**src/rtl/tdm_fir_pkg.sv**
```systemverilog
package tdm_fir_pkg;

  // Width of the accumulated result: product width plus growth from summing taps.
  function automatic int sum_width(input int dw, input int cw, input int taps);
    return dw + cw + $clog2(taps);
  endfunction

endpackage

```
**src/rtl/tdm_fir_mac.sv**
```systemverilog
module tdm_fir_mac #(
  parameter int DW = 9,
  parameter int CW = 9,
  parameter int SW = 20,
  parameter logic signed [CW-1:0] K = '0
) (
  input  logic signed [DW-1:0] x,
  input  logic signed [SW-1:0] acc_in,
  output logic signed [SW-1:0] y
);

  localparam int PW = DW + CW;

  logic signed [PW-1:0] prod;
  logic signed [SW-1:0] prod_ext;

  always_comb begin
    prod     = x * K;
    prod_ext = SW'(prod);
    y        = acc_in + prod_ext;
  end

endmodule

```
**src/rtl/tdm_fir_chan_bank.sv**
```systemverilog
module tdm_fir_chan_bank #(
  parameter int NCH = 4,
  parameter int CHW = 2,
  parameter int SW  = 20
) (
  input  logic                 clk,
  input  logic                 rst_n,
  input  logic                 we,
  input  logic [CHW-1:0]       addr,
  input  logic signed [SW-1:0] wd,
  output logic signed [SW-1:0] rd
);

  logic [NCH-1:0][SW-1:0] mem;

  always_ff @(posedge clk) begin
    if (!rst_n) begin
      mem <= '0;
    end else if (we) begin
      mem[addr] <= wd;
    end
  end

  assign rd = mem[addr];

  AST_BANK_IDLE_HOLD: assert property (@(posedge clk) disable iff (!rst_n)
    !we |=> $stable(mem));

  AST_BANK_WRITE_LANDS: assert property (@(posedge clk) disable iff (!rst_n)
    we |=> mem[$past(addr)] == $past(wd));

  AST_BANK_ADDR_LEGAL: assert property (@(posedge clk) disable iff (!rst_n)
    we |-> int'(addr) < NCH);

endmodule

```
**src/rtl/tdm_fir_out_stage.sv**
```systemverilog
module tdm_fir_out_stage #(
  parameter int SW  = 20,
  parameter int CHW = 2
) (
  input  logic                 clk,
  input  logic                 rst_n,
  input  logic                 in_valid,
  output logic                 in_ready,
  output logic                 in_fire,
  input  logic signed [SW-1:0] in_data,
  input  logic [CHW-1:0]       in_chan,
  output logic                 m_valid,
  input  logic                 m_ready,
  output logic [SW-1:0]        m_data,
  output logic [CHW-1:0]       m_chan
);

  assign in_ready = !m_valid || m_ready;
  assign in_fire  = in_valid && in_ready;

  always_ff @(posedge clk) begin
    if (!rst_n) begin
      m_valid <= 1'b0;
      m_data  <= '0;
      m_chan  <= '0;
    end else if (in_fire) begin
      m_valid <= 1'b1;
      m_data  <= in_data;
      m_chan  <= in_chan;
    end else if (m_ready) begin
      m_valid <= 1'b0;
    end
  end

  AST_STALL_HOLDS: assert property (@(posedge clk) disable iff (!rst_n)
    (m_valid && !m_ready) |=> (m_valid && $stable(m_data) && $stable(m_chan)));

  AST_ONE_CYCLE_RESULT: assert property (@(posedge clk) disable iff (!rst_n)
    in_fire |=> (m_valid && m_chan == $past(in_chan)));

  AST_DRAIN_EMPTIES: assert property (@(posedge clk) disable iff (!rst_n)
    (m_valid && m_ready && !in_fire) |=> !m_valid);

endmodule

```
**src/rtl/tdm_fir.sv**
```systemverilog
module tdm_fir
  import tdm_fir_pkg::*;
#(
  parameter int NCH  = 4,
  parameter int DW   = 9,
  parameter int CW   = 9,
  parameter int TAPS = 4,
  parameter logic [TAPS*CW-1:0] COEFS = {9'h1FD, 9'h07F, 9'h100, 9'h005},
  localparam int CHW = (NCH > 1) ? $clog2(NCH) : 1,
  localparam int SW  = sum_width(DW, CW, TAPS)
) (
  input  logic           clk,
  input  logic           rst_n,
  input  logic           s_valid,
  output logic           s_ready,
  input  logic [DW-1:0]  s_data,
  input  logic [CHW-1:0] s_chan,
  output logic           m_valid,
  input  logic           m_ready,
  output logic [SW-1:0]  m_data,
  output logic [CHW-1:0] m_chan
);

  logic                 fire;
  logic signed [DW-1:0] x;
  logic signed [SW-1:0] carry [TAPS];
  logic signed [SW-1:0] chain [TAPS];

  assign x = s_data;

  for (genvar i = 0; i < TAPS; i++) begin : g_tap
    tdm_fir_mac #(
      .DW(DW), .CW(CW), .SW(SW), .K(COEFS[i*CW +: CW])
    ) u_mac (
      .x      (x),
      .acc_in (carry[i]),
      .y      (chain[i])
    );

    if (i == TAPS - 1) begin : g_tail
      assign carry[i] = '0;
    end else begin : g_bank
      tdm_fir_chan_bank #(
        .NCH(NCH), .CHW(CHW), .SW(SW)
      ) u_bank (
        .clk   (clk),
        .rst_n (rst_n),
        .we    (fire),
        .addr  (s_chan),
        .wd    (chain[i+1]),
        .rd    (carry[i])
      );
    end
  end

  tdm_fir_out_stage #(
    .SW(SW), .CHW(CHW)
  ) u_out (
    .clk      (clk),
    .rst_n    (rst_n),
    .in_valid (s_valid),
    .in_ready (s_ready),
    .in_fire  (fire),
    .in_data  (chain[0]),
    .in_chan  (s_chan),
    .m_valid  (m_valid),
    .m_ready  (m_ready),
    .m_data   (m_data),
    .m_chan   (m_chan)
  );

  AST_CHAN_IN_RANGE: assert property (@(posedge clk) disable iff (!rst_n)
    s_valid |-> int'(s_chan) < NCH);

  AST_VALID_NEEDS_INPUT: assert property (@(posedge clk) disable iff (!rst_n)
    $rose(m_valid) |-> $past(s_valid && s_ready));

  AST_STALL_BLOCKS_INPUT: assert property (@(posedge clk) disable iff (!rst_n)
    (m_valid && !m_ready) |=> $stable(m_chan) || !$past(s_valid));

endmodule

```
**config.mk**
```make
export PLATFORM = sky130hd
export DESIGN_NAME = tdm_fir
export DESIGN_NICKNAME = d
export VERILOG_FILES = /design/src/rtl/tdm_fir_pkg.sv /design/src/rtl/tdm_fir_mac.sv /design/src/rtl/tdm_fir_chan_bank.sv /design/src/rtl/tdm_fir_out_stage.sv /design/src/rtl/tdm_fir.sv
export SDC_FILE = /design/constraint.sdc
export NUM_CORES = 1
export LEC_CHECK = 0
export BUFFER_PORTS_ARGS = -buffer_cell sky130_fd_sc_hd__buf_2
export CAP_MARGIN = 15
export CORE_ASPECT_RATIO = 0.8
export CORE_MARGIN = 3
export CORE_UTILIZATION = 56
export CTS_CLUSTER_SIZE = 14
export DETAILED_ROUTE_END_ITERATION = 8
export PLACE_DENSITY = 0.83
export SLEW_MARGIN = 15
export SYNTH_ARGS = -nofsm -noshare
export SYNTH_HDL_FRONTEND = slang
export SYNTH_SLANG_ARGS = --single-unit
```
**constraint.sdc**
```tcl
create_clock -name clk -period 16.4 [get_ports clk]
set_input_delay 1.64 -clock clk [delete_from_list [all_inputs] [get_ports clk]]
set_output_delay 1.64 -clock clk [all_outputs]
set_load 0.01 [all_outputs]
```
### Yosys cells after proc, flatten, opt, wreduce, memory -nomap -nowiden

Cells that the tools add are included.

* $add $sub $neg: 4
* multipliers: 3
* divide/modulo/power cells: 0
* $lt $le $gt $ge: 2
* equality and inequality tests: 0
* shifts and indexed selects: 0
* mux-type cells: 13
* bitwise operators: 0
* reductions and logical operators: 5

Operator list (count)
* 80-bit bitwise mux: 3
* 20-bit binary-select mux with 2-bit select: 3
* 20-bit two-way mux: 4
* 20-bit demux with 2-bit select: 1
* 20-bit by 13-bit adder with 20-bit output: 1
* 20-bit by 17-bit adder with 20-bit output: 1
* 20-bit by 18-bit adder with 20-bit output: 1
* 9-bit by 8-bit multiplier with 17-bit output, second input constant: 1
* 9-bit by 4-bit multiplier with 13-bit output, second input constant: 1
* 9-bit by 3-bit multiplier with 12-bit output, second input constant: 1
* 9-bit negation with 10-bit output: 1
* 2-bit by 3-bit < comparator with 1-bit output, second input constant: 1
* 2-bit by 1-bit >= comparator with 1-bit output, second input constant: 1
* 1-bit logical AND: 2
* 1-bit two-way mux: 2
* 2-bit nonzero test: 1
* 1-bit zero test: 1
* 1-bit logical OR: 1

* register bits: 263
* latch bits: 0
* memory bits (writable): 0
* bits in read-only memories: 0
* bits of input ports: 15
* output and inout bits: 24
* word-level logic and storage cells: 42
* memories kept: 0

### Depth between registers and ports, before layout

Gate-level depths: netlist (run 1).

* word-level depth: 5
* depth in mapped cells: 20
* mapped depth without buffers: 17

### By module

From an unflattened synthesis (run 1), not the netlist that was laid out.

* cells, all modules: 1793
* area, all modules: 17655.7 µm²

Modules (own cells, without submodules)
* tdm_fir_chan_bank: instances 3, cells an instance 307, area an instance 3382.0 µm², seq. area each 1601.5 µm²
* tdm_fir_mac (g_tap[2].u_mac): instances 1, cells an instance 324, area an instance 2875.3 µm², seq. area each 0.0 µm²
* tdm_fir_mac (g_tap[3].u_mac): instances 1, cells an instance 165, area an instance 1446.4 µm², seq. area each 0.0 µm²
* tdm_fir_mac (g_tap[0].u_mac): instances 1, cells an instance 179, area an instance 1442.6 µm², seq. area each 0.0 µm²
* tdm_fir_out_stage: instances 1, cells an instance 101, area an instance 952.2 µm², seq. area each 460.4 µm²
* tdm_fir_mac (g_tap[1].u_mac): instances 1, cells an instance 102, area an instance 789.5 µm², seq. area each 0.0 µm²
* tdm_fir: instances 1, cells an instance 1, area an instance 3.8 µm², seq. area each 0.0 µm²

### Worst setup path after synthesis (run 1)

OpenSTA, ideal clock, no wires.

* path type: input port to flip-flop
* from: input s_chan[0]
* to: register g_tap[1].g_bank.u_bank.mem[37] (netlist bit)
* library setup time: 0.070 ns
* arrival: 6.810 ns
* required time: 16.330 ns
* setup slack: 9.519 ns
* stages on the path: 19
* buffers on the path: 3
* cells stage by stage: buf_2 buf_1 buf_2 mux4_2 fa_1 inv_1 fa_1 inv_1 ha_1 inv_1 fa_1 inv_1 fa_1 a211o_1 a211oi_4 nor3_2 o311ai_4 or3b_1 a21oi_1

* longest elaborated chain between the ends: 5
* elaborated cells between the ends (all ways): 9
* those cells by class: add/sub: 1; order compare: 2; mux: 5; reduce/logical: 1

RTL lines
* from (decl): line tdm_fir.sv:17 `input logic [CHW-1:0] s_chan,`
* branches (longest 4 deep; another with 20-bit by 17-bit adder with 20-bit output)
* 80-bit bitwise mux (*): line tdm_fir_chan_bank.sv:20 `mem[addr] <= wd;`
* to (signal, indexed assignment): line tdm_fir_chan_bank.sv:20
* to (decl): line tdm_fir_chan_bank.sv:14 `logic [NCH-1:0][SW-1:0] mem;`

Mark *: on every way between the ends. The select of a mux whose other input is x is not followed.
A chain may end at the register's enable or synchronous reset.

### Worst setup path in the final report (run 1)

Same ends and word-level chain as after synthesis.

==> key figures, run 1 <==
Status
  • Outcome: completed

STA
  • RSZ-0062 raised after global routing: no
  • Hold slack final: 0.438 ns
  • Slew HR: 32.1%
  • Final WS setup: 9.81 ns
  • Final Skew: 0.0291 ns
  • Fin crit share: 40.2%
  • Final worst path period need: 6.59 ns
  • Final setup viols: 0
  • Worst-Margin Slew: 1.02 ns
  • Endpoints failing hold: 0
  • Final Max Tran Viols: 0
  • Max frequency: 0.152 GHz
  • Total Neg Setup Slack: 0 ns

Worst setup path
  • CP startpoint kind: input pin
  • CP endpoint kind: flop
  • Req. time, crit path: 16.84 ns
  • Crit Path Category: input pin to flop
  • WP data arrival: 7.03 ns
  • CP Max Fanout: 38

Route
  • Routed length per instance: 18.0 um
  • Initial drt markers: 1123
  • Total iterations of the first detailed-routing run: 5
  • DRC viols: 0
  • Vias/cell: 5.93
  • DR vias: 11.6k
  • Total Wirelength: 35200 um
  • Antenna-violating nets left: 0

CTS
  • CTS tree: done
  • # H-tree levels: 1
  • Root Buffer: clkbuf_16
  • TritonCTS buffer count: 23
  • Clock transition at path regs: 0.06 ns
  • CTS Hold Bufs: 0
  • Post-CTS setup buffers: 0
  • Clk buf depth: 3
  • CTS Sinks: 231
  • Worst-Skew Late Latency: 0.53 ns
  • CTS resizes: 0

Floorplanning
  • Die Ht: 149 um
  • Top Ports: 39
  • Die W: 184 um
  • Rows: 51
  • Full die area: 0.0274 mm^2
  • Core ar.: 0.0246 mm^2
  • Initial Util: 57.7%

Cells and area
  • Multi-input logic area: 0.00872 mm^2
  • Share of cells above drive strength 1: 9.27%
  • P&R area growth vs syn: 7.71%
  • Fin nets: 1822
  • Commonest non-fill, non-tap cell in the layout: nand2_1
  • Most frequent cells in the layout: nand2_1 (281), dfxtp_1 (231), a21oi_1 (197)
  • # fillers: 2005
  • # diodes: 0
  • Finished Layout Cells: 1957
  • Reg area: 0.00462 mm^2
  • Final Cell Area: 0.0153 mm^2

Yosys
  • Synth top area cells: dfxtp_1 (33%), ha_1 (11%), fa_1 (8.6%), nand2_1 (7.4%), mux4_2 (7.0%)
  • FFs w/ async S/R, synth: 0%
  • Synth Area in Adders: 19.4%
  • Post-Syn Area per Cell: 8.68 um^2
  • Number of synthesized flops with an enable pin: 0
  • Synth area leader: dfxtp_1
  • Synthesized Nets: 1838
  • Top_reg_cell synth: dfxtp_1
  • Compound-Gate Fraction of Synth Area: 15.6%
  • Synth Area in XOR/XNOR: 3.14%
  • Ys Warns: 0
  • Synth Instances: 1639
  • Register bit count reported by yosys: 231
  • Mux share of post-synthesis cell area: 7.47%
  • Syn Std Cell Area: 0.0142 mm^2
  • Post-Synth Simple-Gate Area: 15.6%
  • Cell variety after synth: 61
  • Largest family of logic cells by synthesized area: adder cells
  • Share of the synthesized area in the top cell type: 32.5%
  • Register area share after synthesis: 32.5%

Power
  • P_leak: 6.46 nW
  • Worst vdd ir: 87.1 uV
  • Pwr per Cell Area: 136 mW/mm^2
  • Switching power: 0.000827 W
  • Combinational cell fraction of total power: 43.8%
  • Clk pwr share: 25.3%
  • Net Sw Frac: 39.8%
  • P_int: 0.00125 W
  • Share of power burned in registers: 30.9%

Place
  • IO Port Bufs: 38
  • RD Place Congestion: 0.889
  • Placed cells: 1916
  • Area post-placement: 0.0146 mm^2
  • Dpl ws: 9.25 ns
  • Detailed placer's ending HPWL: 24200 um

Global route
  • Largest net degree at the start of global routing: 105
  • GRT overflow: 0
  • GR Util met2: 42.0%
  • Grt met1 use: 35.7%
  • Vias in the first global route: 11.5k
  • Global-route layer with the greatest usage: met2
  • Initial antenna violation count: 2
  • First-pass GRT wire length: 57700 um
  • Met3 usage: 4.50%
  • GRT Resource Usage Total: 25.8%

Min path
  • Hold Path Class: flop to flop

Flow run
  • Maxcap violations: 0
==> routing by layer <==
| layer | vias to the layer above | share of wire (%) | wire [um] |
|---|---|---|---|
| met4 | 4 | 2.9 | 1010 |
| met3 | 92 | 8.3 | 2930 |
| met5 | - | 0.065 | 23 |
| met2 | 446 | 46 | 16100 |
| li1 | 5555 | - | - |
| met1 | 5515 | 43 | 15200 |
==> power by group through the flow <==
stage	Clock [W]	Combinational, W	Sequential (W)
after floorplan	0	0.000672	0.000650
after global placement	0	0.000857	0.000652
after detailed placement	0	0.000892	0.000654
after CTS	0.000529	0.000899	0.000642
after global routing	0.000554	0.00102	0.000648
final	0.000525	0.000911	0.000643
==> critical path, cell delays in order <==
cell and delay [ns]:
buf_4 0.31, buf_4 0.66, mux4_2 0.58, inv_1 0.08, fa_1 0.17, inv_1 0.04
ha_1 0.27, ha_1 0.28, inv_1 0.06, fa_1 0.52, inv_1 0.04, ha_1 0.24
fa_1 0.44, a211o_1 0.33, a211oi_4 0.38, nor3_2 0.13, o311ai_4 0.30, or3b_1 0.39
a21oi_1 0.14
==> kinds of logic (layout without fill, tap and decap cells) <==
kind of cell / Yosys count / count (layout)
adders and majority gates: 184 / 184
buffers and inverters: 236 / 236
muxes: 51 / 51
xor gates and xnor gates: 51 / 51
and+or+nand+nor: 511 / 511
DFF: 231 / 231
AOI/OAI and AO/OA: 375 / 375
==> metrics by stage <==
| stage | total power [W] | util, % |
|---|---|---|
| floorplan | 0.00132 | - |
| finish | 0.00208 | 62.2 |
| detailed placement | 0.00155 | 59.2 |
| CTS | 0.00207 | 62.2 |
| global placement | 0.00151 | 59.2 |
| global route | 0.00222 | 62.2 |
==> sequential cells by signal, indices dropped and copies added, names as in the netlist <==
signal / flops
u_out.m_chan: 2
u_out.m_data: 20
g_tap.g_bank.u_bank.mem: 208
u_out.m_valid: 1
==> worst paths after layout <==
path                                                                   from                                           to  slack (ns)  cells past startpoint
worst max register to register  g_tap[2].g_bank.u_bank.mem[64]$_SDFFE_PN0P_  g_tap[1].g_bank.u_bank.mem[37]$_SDFFE_PN0P_       11.41                     16
worst min-delay path            g_tap[1].g_bank.u_bank.mem[24]$_SDFFE_PN0P_  g_tap[0].g_bank.u_bank.mem[24]$_SDFFE_PN0P_        0.44                      2
worst max-delay path                                              s_chan[0]  g_tap[1].g_bank.u_bank.mem[37]$_SDFFE_PN0P_        9.81                     19
worst min register to register  g_tap[1].g_bank.u_bank.mem[24]$_SDFFE_PN0P_  g_tap[0].g_bank.u_bank.mem[24]$_SDFFE_PN0P_        0.44                      2
==> synthesized netlist by cell type, types with 2 or more instances <==
cell type / count
a211o_1: 3
a211oi_1: 24
a21o_1: 21
a21oi_1: 197
a221oi_1: 2
a31oi_1: 9
a32oi_1: 2
and2_1: 9
and3_1: 11
and4_1: 3
buf_1: 12
buf_2: 13
clkbuf_1: 67
dfxtp_1: 231
fa_1: 61
ha_1: 123
inv_1: 143
mux2i_1: 6
mux4_2: 44
nand2_1: 281
nand2b_1: 4
nand3_1: 48
nand3b_1: 3
nand3b_2: 2
nand4_1: 16
nor2_1: 100
nor2b_1: 2
nor3_1: 11
nor4_1: 5
o211ai_1: 7
o21a_1: 9
o21ai_0: 72
o21bai_1: 7
o311ai_0: 6
o41ai_1: 2
or3_1: 6
or3b_1: 3
or3b_2: 2
xnor2_1: 31
xor2_1: 20
==> cell type report <==
type | count | share of cell area (%)
Tap cell | 318 | 2.60
Sequential cell | 231 | 30.2
Inverter | 144 | 3.55
Timing Repair Buffer | 51 | 1.90
Clock buffer | 31 | 4.15
Multi-Input combinational cell | 1172 | 56.9
Clock inverter | 10 | 0.678
No activity file was read; power rests on OpenSTA's default activity.
==> inputs of run 2 (changes only) <==
- ABC_AREA: default -> 1
- clock period: 16.4 -> 6.75 ns (I/O delays scaled with it)
==> run 2 against run 1 <==
  * Combinational power grew 140%
  * Clock power rose to 2.9 times the previous value
  * Sequential cell count unchanged
  * Area after synthesis up 6.7%
  * Wire length is 21% higher
  * Register-to-register slack lost 9.2 ns
  * Clock skew decreased by 0.014 ns
  * First-iteration DRC count is 31% higher
  * Hold slack better by 0.018 ns
==> key figures, run 2 <==
Status
  • Outcome: completed

CTS
  • Clock transition at path regs: 0.06 ns (about the same)
  • CTS Sinks: 231 (unchanged)
  • CTS resizes: 0 (unchanged)
  • # H-tree levels: 1 (unchanged)
  • CTS tree: done
  • CTS Hold Bufs: 0 (unchanged)
  • TritonCTS buffer count: 24 (+4.3%)
  • Worst-Skew Late Latency: 0.53 ns (about the same)
  • Clk buf depth: 3 (unchanged)
  • Root Buffer: clkbuf_16
  • Post-CTS setup buffers: 0 (unchanged)

Yosys
  • Synth area leader: dfxtp_1
  • Top cells by count, synth: inv_1 (415), nand2_1 (280), dfxtp_1 (231)
  • Cell variety after synth: 40 (-34%)
  • Register bit count reported by yosys: 231 (unchanged)
  • Number of synthesized flops with an enable pin: 0 (unchanged)
  • Synth Instances: 2068 (+26%)
  • Synth top area cells: dfxtp_1 (30%), inv_1 (10%), ha_1 (10%), fa_1 (8.0%), nand2_1 (6.9%)
  • Synthesized Nets: 2267 (+23%)
  • Count leader, synth: inv_1
  • Share of the synthesized area in the top cell type: 30.5% (-2.0 points)
  • Register area share after synthesis: 30.5% (-2.0 points)
  • Ys Warns: 0 (unchanged)
  • FFs w/ async S/R, synth: 0% (unchanged)
  • Top_reg_cell synth: dfxtp_1
  • Post-Syn Area per Cell: 7.34 um^2 (-15%)
  • Syn Std Cell Area: 0.0152 mm^2 (+6.7%)

Global route
  • Vias in the first global route: 13.5k (+17%)
  • First-pass GRT wire length: 68700 um (+19%)
  • Initial antenna violation count: 1 (-1)
  • Largest net degree at the start of global routing: 89 (-15%)
  • GRT overflow: 0 (unchanged)
  • GRT Resource Usage Total: 28.9% (+3.1 points)

Cells and area
  • Largest regs: g_tap.g_bank.u_bank.mem: 208 flops, u_out.m_data: 20 flops, u_out.m_chan: 2 flops
  • Largest register FFs: 208 (unchanged)
  • Most frequent cells in the layout: inv_1 (415), nand2_1 (280), dfxtp_1 (231)
  • Share of cells above drive strength 1: 5.64% (-3.6 points)
  • # fillers: 2274 (+13%)
  • Biggest register: g_tap.g_bank.u_bank.mem
  • P&R area growth vs syn: 8.04%
  • Fin nets: 2256 (+24%)
  • Commonest non-fill, non-tap cell in the layout: inv_1
  • # diodes: 0 (unchanged)

STA
  • Final Skew: 0.0146 ns (-0.0145 ns)
  • Final setup viols: 0 (unchanged)
  • RSZ-0062 raised after global routing: no
  • Endpoints failing hold: 0 (unchanged)
  • Total Neg Setup Slack: 0 ns (unchanged)
  • Max frequency: 0.196 GHz
  • Final Max Tran Viols: 0 (unchanged)
  • Slew HR: 34.1% (+2.0 points)
  • Fin crit share: 75.6%
  • Worst-Margin Slew: 0.988 ns (-0.0312 ns)
  • Final worst path period need: 5.11 ns

Worst setup path
  • Slowest CP cell: fa_1
  • CP Cell Sequence: buf_2 -> nand2_2 -> inv_2 -> nand2_1 -> and3_1 -> fa_1 -> inv_1 -> fa_1 -> inv_1 -> fa_1 -> inv_1 -> ha_1 -> nand2_1 -> inv_1 -> a21oi_1 -> nor2_1 -> nor2_1 -> nand2_1 -> nand2_1 -> nand3_1 -> nand2_1 -> inv_1
  • Critical path launch point: s_chan[0]
  • Critical Path Max Stage Delay: 0.55 ns (-0.11 ns)
  • Req. time, crit path: 7.18 ns (-9.66 ns)
  • FF-to-FF End: g_tap[1].g_bank.u_bank.mem[54]$_SDFFE_PN0P_
  • Crit Path Category: input pin to flop
  • Reg2reg path depth: 19 (+3)
  • Reg2reg start: g_tap[2].g_bank.u_bank.mem[8]$_SDFFE_PN0P_
  • Worst Setup EP: g_tap[1].g_bank.u_bank.mem[56]$_SDFFE_PN0P_
  • WP data arrival: 5.53 ns (-1.50 ns)
  • Reg-to-reg slack, setup: 2.25 ns (-9.16 ns)
  • CP Max Fanout: 14 (-63%)
  • CP startpoint kind: input pin
  • CP endpoint kind: flop

Floorplanning
  • Die Ht: 153 um (+3.2%)
  • Full die area: 0.0291 mm^2 (+6.5%)
  • Top Ports: 39 (unchanged)
  • Initial Util: 57.4% (-0.38 points)
  • Core ar.: 0.0265 mm^2 (+7.4%)
  • Rows: 53 (+3.9%)
  • Die W: 190 um (+3.2%)

Power
  • Pwr per Cell Area: 316 mW/mm^2 (+130%)
  • P_leak: 8.44 nW (+31%)
  • Total power: 0.00519 W (+150%)
  • Switching power: 0.00210 W (+150%)
  • Clk pwr share: 29.3% (+4.0 points)
  • Worst vdd ir: 238 uV (+170%)
  • P_int: 0.00308 W (+150%)
  • Combinational cell fraction of total power: 41.7% (-2.1 points)
  • Share of power burned in registers: 29.0% (-1.9 points)
  • Net Sw Frac: 40.6% (+0.79 points)

Route
  • Total Wirelength: 42600 um (+21%)
  • DRC viols: 0 (unchanged)
  • Antenna-violating nets left: 0 (unchanged)
  • Total iterations of the first detailed-routing run: 7 (+2)
  • Vias/cell: 5.70 (-4.0%)
  • Initial drt markers: 1469 (+31%)
  • Routed length per instance: 17.5 um (-2.7%)
  • DR vias: 13.8k (+19%)

Place
  • Detailed placer's ending HPWL: 28700 um (+19%)
  • RD Place Congestion: 0.911 (+2.5%)
  • IO Port Bufs: 38 (unchanged)

Min path
  • Hold Path Class: flop to flop
  • Hold Crit Start: g_tap[1].g_bank.u_bank.mem[4]$_SDFFE_PN0P_

Flow run
  • Maxcap violations: 0 (unchanged)
run 2: changes by cell type in the layout (fill, tap and decap cells not counted), moves of 14 or more:
cell      change
inv_1       +272
o21ai_0     +107
nand3_1      +82
nor2_1       +65
mux4_2       -44
a22oi_1      +33
a211oi_1     -23
a21oi_1      -22
o22ai_1      +19
xnor2_1      -19
a21o_1       -15
a221oi_1     +14
run 2: metrics by stage:
stage | worst slack, ns | util [%] | area (um^2) | hold slack [ns] | cells
4_1_cts | 1.75 | 62.0 | 16400 | 0.454 | 2430
2_1_floorplan | 1.86 | - | 15200 | 0.425 | 2068
3_5_place_dp | 1.20 | 58.6 | 15500 | 0.446 | 2388
3_3_place_gp | 1.34 | 58.6 | 15500 | 0.437 | 2388
6_report | 1.64 | 62.0 | 16400 | 0.456 | 2430
5_1_grt | 1.43 | 62.0 | 16400 | 0.477 | 2430
run 2: worst min path at each step:
stage | endpoint | slack [ns] | cells past startpoint
floorplan | g_tap[0].g_bank.u_bank.mem[8]$_SDFFE_PN0P_ | 0.42 | 2
global placement | g_tap[1].g_bank.u_bank.mem[40]$_SDFFE_PN0P_ | 0.44 | 2
detailed placement | g_tap[1].g_bank.u_bank.mem[41]$_SDFFE_PN0P_ | 0.45 | 2
CTS | g_tap[1].g_bank.u_bank.mem[41]$_SDFFE_PN0P_ | 0.45 | 2
global route | g_tap[1].g_bank.u_bank.mem[64]$_SDFFE_PN0P_ | 0.48 | 2
finish | g_tap[1].g_bank.u_bank.mem[4]$_SDFFE_PN0P_ | 0.46 | 2
run 2: power groups by stage:
| stage | Sequential, W | Clock (W) | Combinational (W) |
|---|---|---|---|
| 2_1_floorplan | 0.00153 | 0 | 0.00156 |
| 3_3_place_gp | 0.00152 | 0 | 0.00202 |
| 3_5_place_dp | 0.00153 | 0 | 0.00208 |
| 4_1_cts | 0.00150 | 0.00153 | 0.00211 |
| 5_1_grt | 0.00151 | 0.00157 | 0.00243 |
| 6_report | 0.00150 | 0.00152 | 0.00216 |
run 2: final cells by class:
class                           count  area, um^2  area share, %
Multi-Input combinational cell   1323        8540           52.1
Sequential cell                   231        4620           28.2
Inverter                          424        1590           9.72
Clock buffer                       31         678           4.14
Tap cell                          357         447           2.72
Timing Repair Buffer               53         305           1.86
Clock inverter                     11         209           1.27
run 2: logic make-up after synthesis:
kind of cell | count (synthesis) | synth area share, %
AO/OA/AOI/OAI | 499 | 19.0
buffers and inverters | 514 | 13.3
AND/OR/NAND/NOR | 601 | 16.7
flip-flops | 231 | 30.5
adder cells (fa/ha/maj) | 184 | 18.2
XOR/XNOR | 39 | 2.25
run 2: critical path, delay by kind of cell:
family / cells / cell delay, ns
fa+ha+maj: 4 / 1.89
simple gates: 10 / 1.76
buf+inv: 7 / 0.93
compound gates: 1 / 0.25
run 2: per-layer routing:
| metal | share of wire (%) | track usage (%) | routed length [um] |
|---|---|---|---|
| met1 | 41 | 38.9 | 17600 |
| met2 | 44 | 46.0 | 18900 |
| met3 | 10 | 5.64 | 4430 |
| met4 | 3.9 | 11.2 | 1660 |
| met5 | 0 | 0 | 0 |
==> inputs of run 3 (changes only) <==
- PLACE_DENSITY: 0.83 -> 0.86
- clock period: 6.75 -> 4.5 ns (I/O delays scaled with it)
==> run 3 against run 2 <==
  * Critical path depth shrank 1
  * Core utilization increased by 2.3 points
  * Register-to-register slack lost 2.0 ns
  * Design area is 3.8% higher
  * Global-route usage rose by 0.68 points
  * First-iteration DRC count is 12% higher
  * Hold slack got worse by 0.15 ns
  * Power rose by 61%
  * Clock power rose by 33%
  * Highest routed layer unchanged
==> key figures, run 3 (same netlist as run 2, synthesis figures left out) <==
Status
  • Outcome: completed

Route
  • Antenna-violating nets left: 0 (unchanged)
  • Met2 wire len: 19700 um (+4.1%)
  • Routed length per instance: 17.4 um (-0.83%)
  • DRC viols: 0 (unchanged)
  • Initial drt markers: 1638 (+12%)
  • WL met3: 3920 um (-11%)
  • Vias/cell: 5.70 (+0.12%)
  • Met1 WL: 18000 um (+2.2%)
  • Total Wirelength: 43600 um (+2.4%)
  • DR vias: 14.3k (+3.3%)
  • Top sig layer: met4
  • Total iterations of the first detailed-routing run: 7 (unchanged)

Global route
  • Largest net degree at the start of global routing: 94 (+5.6%)
  • GRT overflow: 0 (unchanged)
  • Initial antenna violation count: 0 (-1)
  • Vias in the first global route: 14.0k (+3.8%)
  • GRT Resource Usage Total: 29.6% (+0.68 points)
  • First-pass GRT wire length: 70500 um (+2.6%)

Cells and area
  • Largest regs: g_tap.g_bank.u_bank.mem: 208 flops, u_out.m_data: 20 flops, u_out.m_chan: 2 flops
  • Largest register FFs: 208 (unchanged)
  • P&R area growth vs syn: 12.1%
  • Fin nets: 2336 (+3.5%)
  • Biggest register: g_tap.g_bank.u_bank.mem
  • Core Util, Final: 64.3% (+2.3 points)
  • Commonest non-fill, non-tap cell in the layout: inv_1
  • Share of cells above drive strength 1: 9.86% (+4.2 points)
  • # diodes: 0 (unchanged)
  • Reg area: 0.00462 mm^2 (unchanged)
  • # fillers: 2192 (-3.6%)
  • Multi-input logic area: 0.00864 mm^2 (+1.2%)
  • Most frequent cells in the layout: inv_1 (415), nand2_1 (275), dfxtp_1 (231)

CTS
  • Worst-Skew Late Latency: 0.51 ns (-0.02 ns)
  • # H-tree levels: 1 (unchanged)
  • TritonCTS buffer count: 22 (-8.3%)
  • CTS Hold Bufs: 0 (unchanged)
  • CTS Sinks: 231 (unchanged)
  • CTS tree: done
  • Root Buffer: clkbuf_16
  • Clk buf depth: 3 (unchanged)
  • Post-CTS setup buffers: 0 (unchanged)
  • Clock transition at path regs: 0.07 ns (about the same)

Worst setup path
  • Crit Path Category: input pin to flop
  • CP endpoint kind: flop
  • Reg-to-reg slack, setup: 0.22 ns (-2.03 ns)
  • WP data arrival: 4.71 ns (-0.82 ns)
  • Slowest CP cell: fa_1
  • CP Max Fanout: 5 (-9)
  • Req. time, crit path: 4.91 ns (-2.27 ns)
  • CP Cell Sequence: clkbuf_4 -> inv_4 -> nor2_8 -> inv_2 -> o221ai_2 -> fa_1 -> fa_1 -> fa_1 -> inv_1 -> fa_1 -> inv_1 -> ha_4 -> nand2_2 -> nor2_1 -> nand2_1 -> nand2_1 -> nand2_1 -> nand3_1 -> nand3_1 -> nand2_1 -> inv_1
  • Critical Path Max Stage Delay: 0.54 ns (about the same)
  • CP startpoint kind: input pin

STA
  • RSZ-0062 raised after global routing: no
  • Final Skew: 0.0105 ns (-0.00410 ns)
  • Final Max Tran Viols: 0 (unchanged)
  • Worst-Margin Slew: 1.02 ns (+0.0344 ns)
  • Endpoints failing hold: 0 (unchanged)
  • Fin crit share: 95.4%
  • Slew HR: 31.7% (-2.3 points)
  • Max frequency: 0.233 GHz
  • Final setup viols: 0 (unchanged)
  • Final worst path period need: 4.29 ns

Min path
  • Hold Path Class: input pin to flop

Power
  • P_leak: 8.79 nW (+4.1%)
  • Total power: 0.00837 W (+61%)
  • Worst vdd ir: 506 uV (+110%)
  • Pwr per Cell Area: 492 mW/mm^2 (+56%)

Floorplanning
  • Full die area: 0.0291 mm^2 (unchanged)
  • Core ar.: 0.0265 mm^2 (unchanged)
  • Die Ht: 153 um (unchanged)
  • Die W: 190 um (unchanged)
  • Rows: 53 (unchanged)
  • Top Ports: 39 (unchanged)
  • Initial Util: 57.4% (unchanged)

Flow run
  • Maxcap violations: 0 (unchanged)

Place
  • Detailed placer's ending HPWL: 30600 um (+6.6%)
  • RD Place Congestion: 0.941 (+3.3%)
  • IO Port Bufs: 38 (unchanged)
[run 3: cell count changes in the layout (fill, tap and decap cells not counted), moves of 3 or more]
| cell | delta |
|---|---|
| nand2_2 | +5 |
| o221ai_2 | +3 |
| buf_4 | +83 |
| ha_1 | -3 |
| ha_4 | +3 |
| o221ai_1 | -3 |
| a21oi_1 | -3 |
| a21oi_2 | +3 |
| nand2_1 | -5 |
[run 3: critical path: cells and delay by family]
family,cells,cell delay (ns)
and+or+nand+nor,9,1.10
adders and majority gates,5,2.29
AOI/OAI and AO/OA,1,0.29
buffers and inverters,6,0.58
[run 3: worst paths after layout]
kind                                               startpoint  cells after the start                                          end
setup / recovery                                    s_chan[1]                     21  g_tap[1].g_bank.u_bank.mem[14]$_SDFFE_PN0P_
hold / removal                                        m_ready                      4                   u_out.m_valid$_SDFFE_PN0P_
setup reg to reg   g_tap[2].g_bank.u_bank.mem[6]$_SDFFE_PN0P_                     18  g_tap[1].g_bank.u_bank.mem[57]$_SDFFE_PN0P_
hold reg to reg   g_tap[1].g_bank.u_bank.mem[41]$_SDFFE_PN0P_                      2  g_tap[1].g_bank.u_bank.mem[41]$_SDFFE_PN0P_
[run 3: what timing repair did]
action | CTS | global route
resized for setup | 0 | 10
setup endpoints to repair | 0 | 38
hold endpoints to repair | 0 | 0
[run 3: through the flow]
| stage | TNS, ns | hold slack (ns) | area [um^2] | std cells | setup WS, ns |
|---|---|---|---|---|---|
| floorplan | 0 | 0.425 | 15300 | 2068 | 0.00312 |
| global placement | -6.41 | 0.435 | 16200 | 2470 | -0.194 |
| detailed placement | -14.09 | 0.446 | 16200 | 2470 | -0.341 |
| CTS | 0 | 0.295 | 17000 | 2508 | 0.135 |
| global route | 0 | 0.325 | 17000 | 2508 | 0.0104 |
| finish | 0 | 0.302 | 17000 | 2508 | 0.205 |
[run 3: final cells by class]
cell class                 count  area share [%]
multi-input combinational   1323            50.8
sequential                   231            27.2
inverter                     424            9.37
timing repair buffer         135            5.44
clock buffer                  32            3.82
tap                          357            2.63
clock inverter                 6           0.765
[run 3: power breakdown]
| group | switching (W) | leakage [nW] | internal (W) | total [W] |
|---|---|---|---|---|
| Combinational | 0.00249 | 6.51 | 0.00160 | 0.00409 |
| Clock | 0.000796 | 0.382 | 0.00123 | 0.00202 |
| Sequential | 0.0000638 | 1.89 | 0.00219 | 0.00225 |
[run 3: per-layer routing]
metal,vias to the layer above,GRT usage [%]
li1,6770,-
met1,6664,39.5
met2,706,48.2
met3,160,4.47
met4,0,12.0
met5,-,0
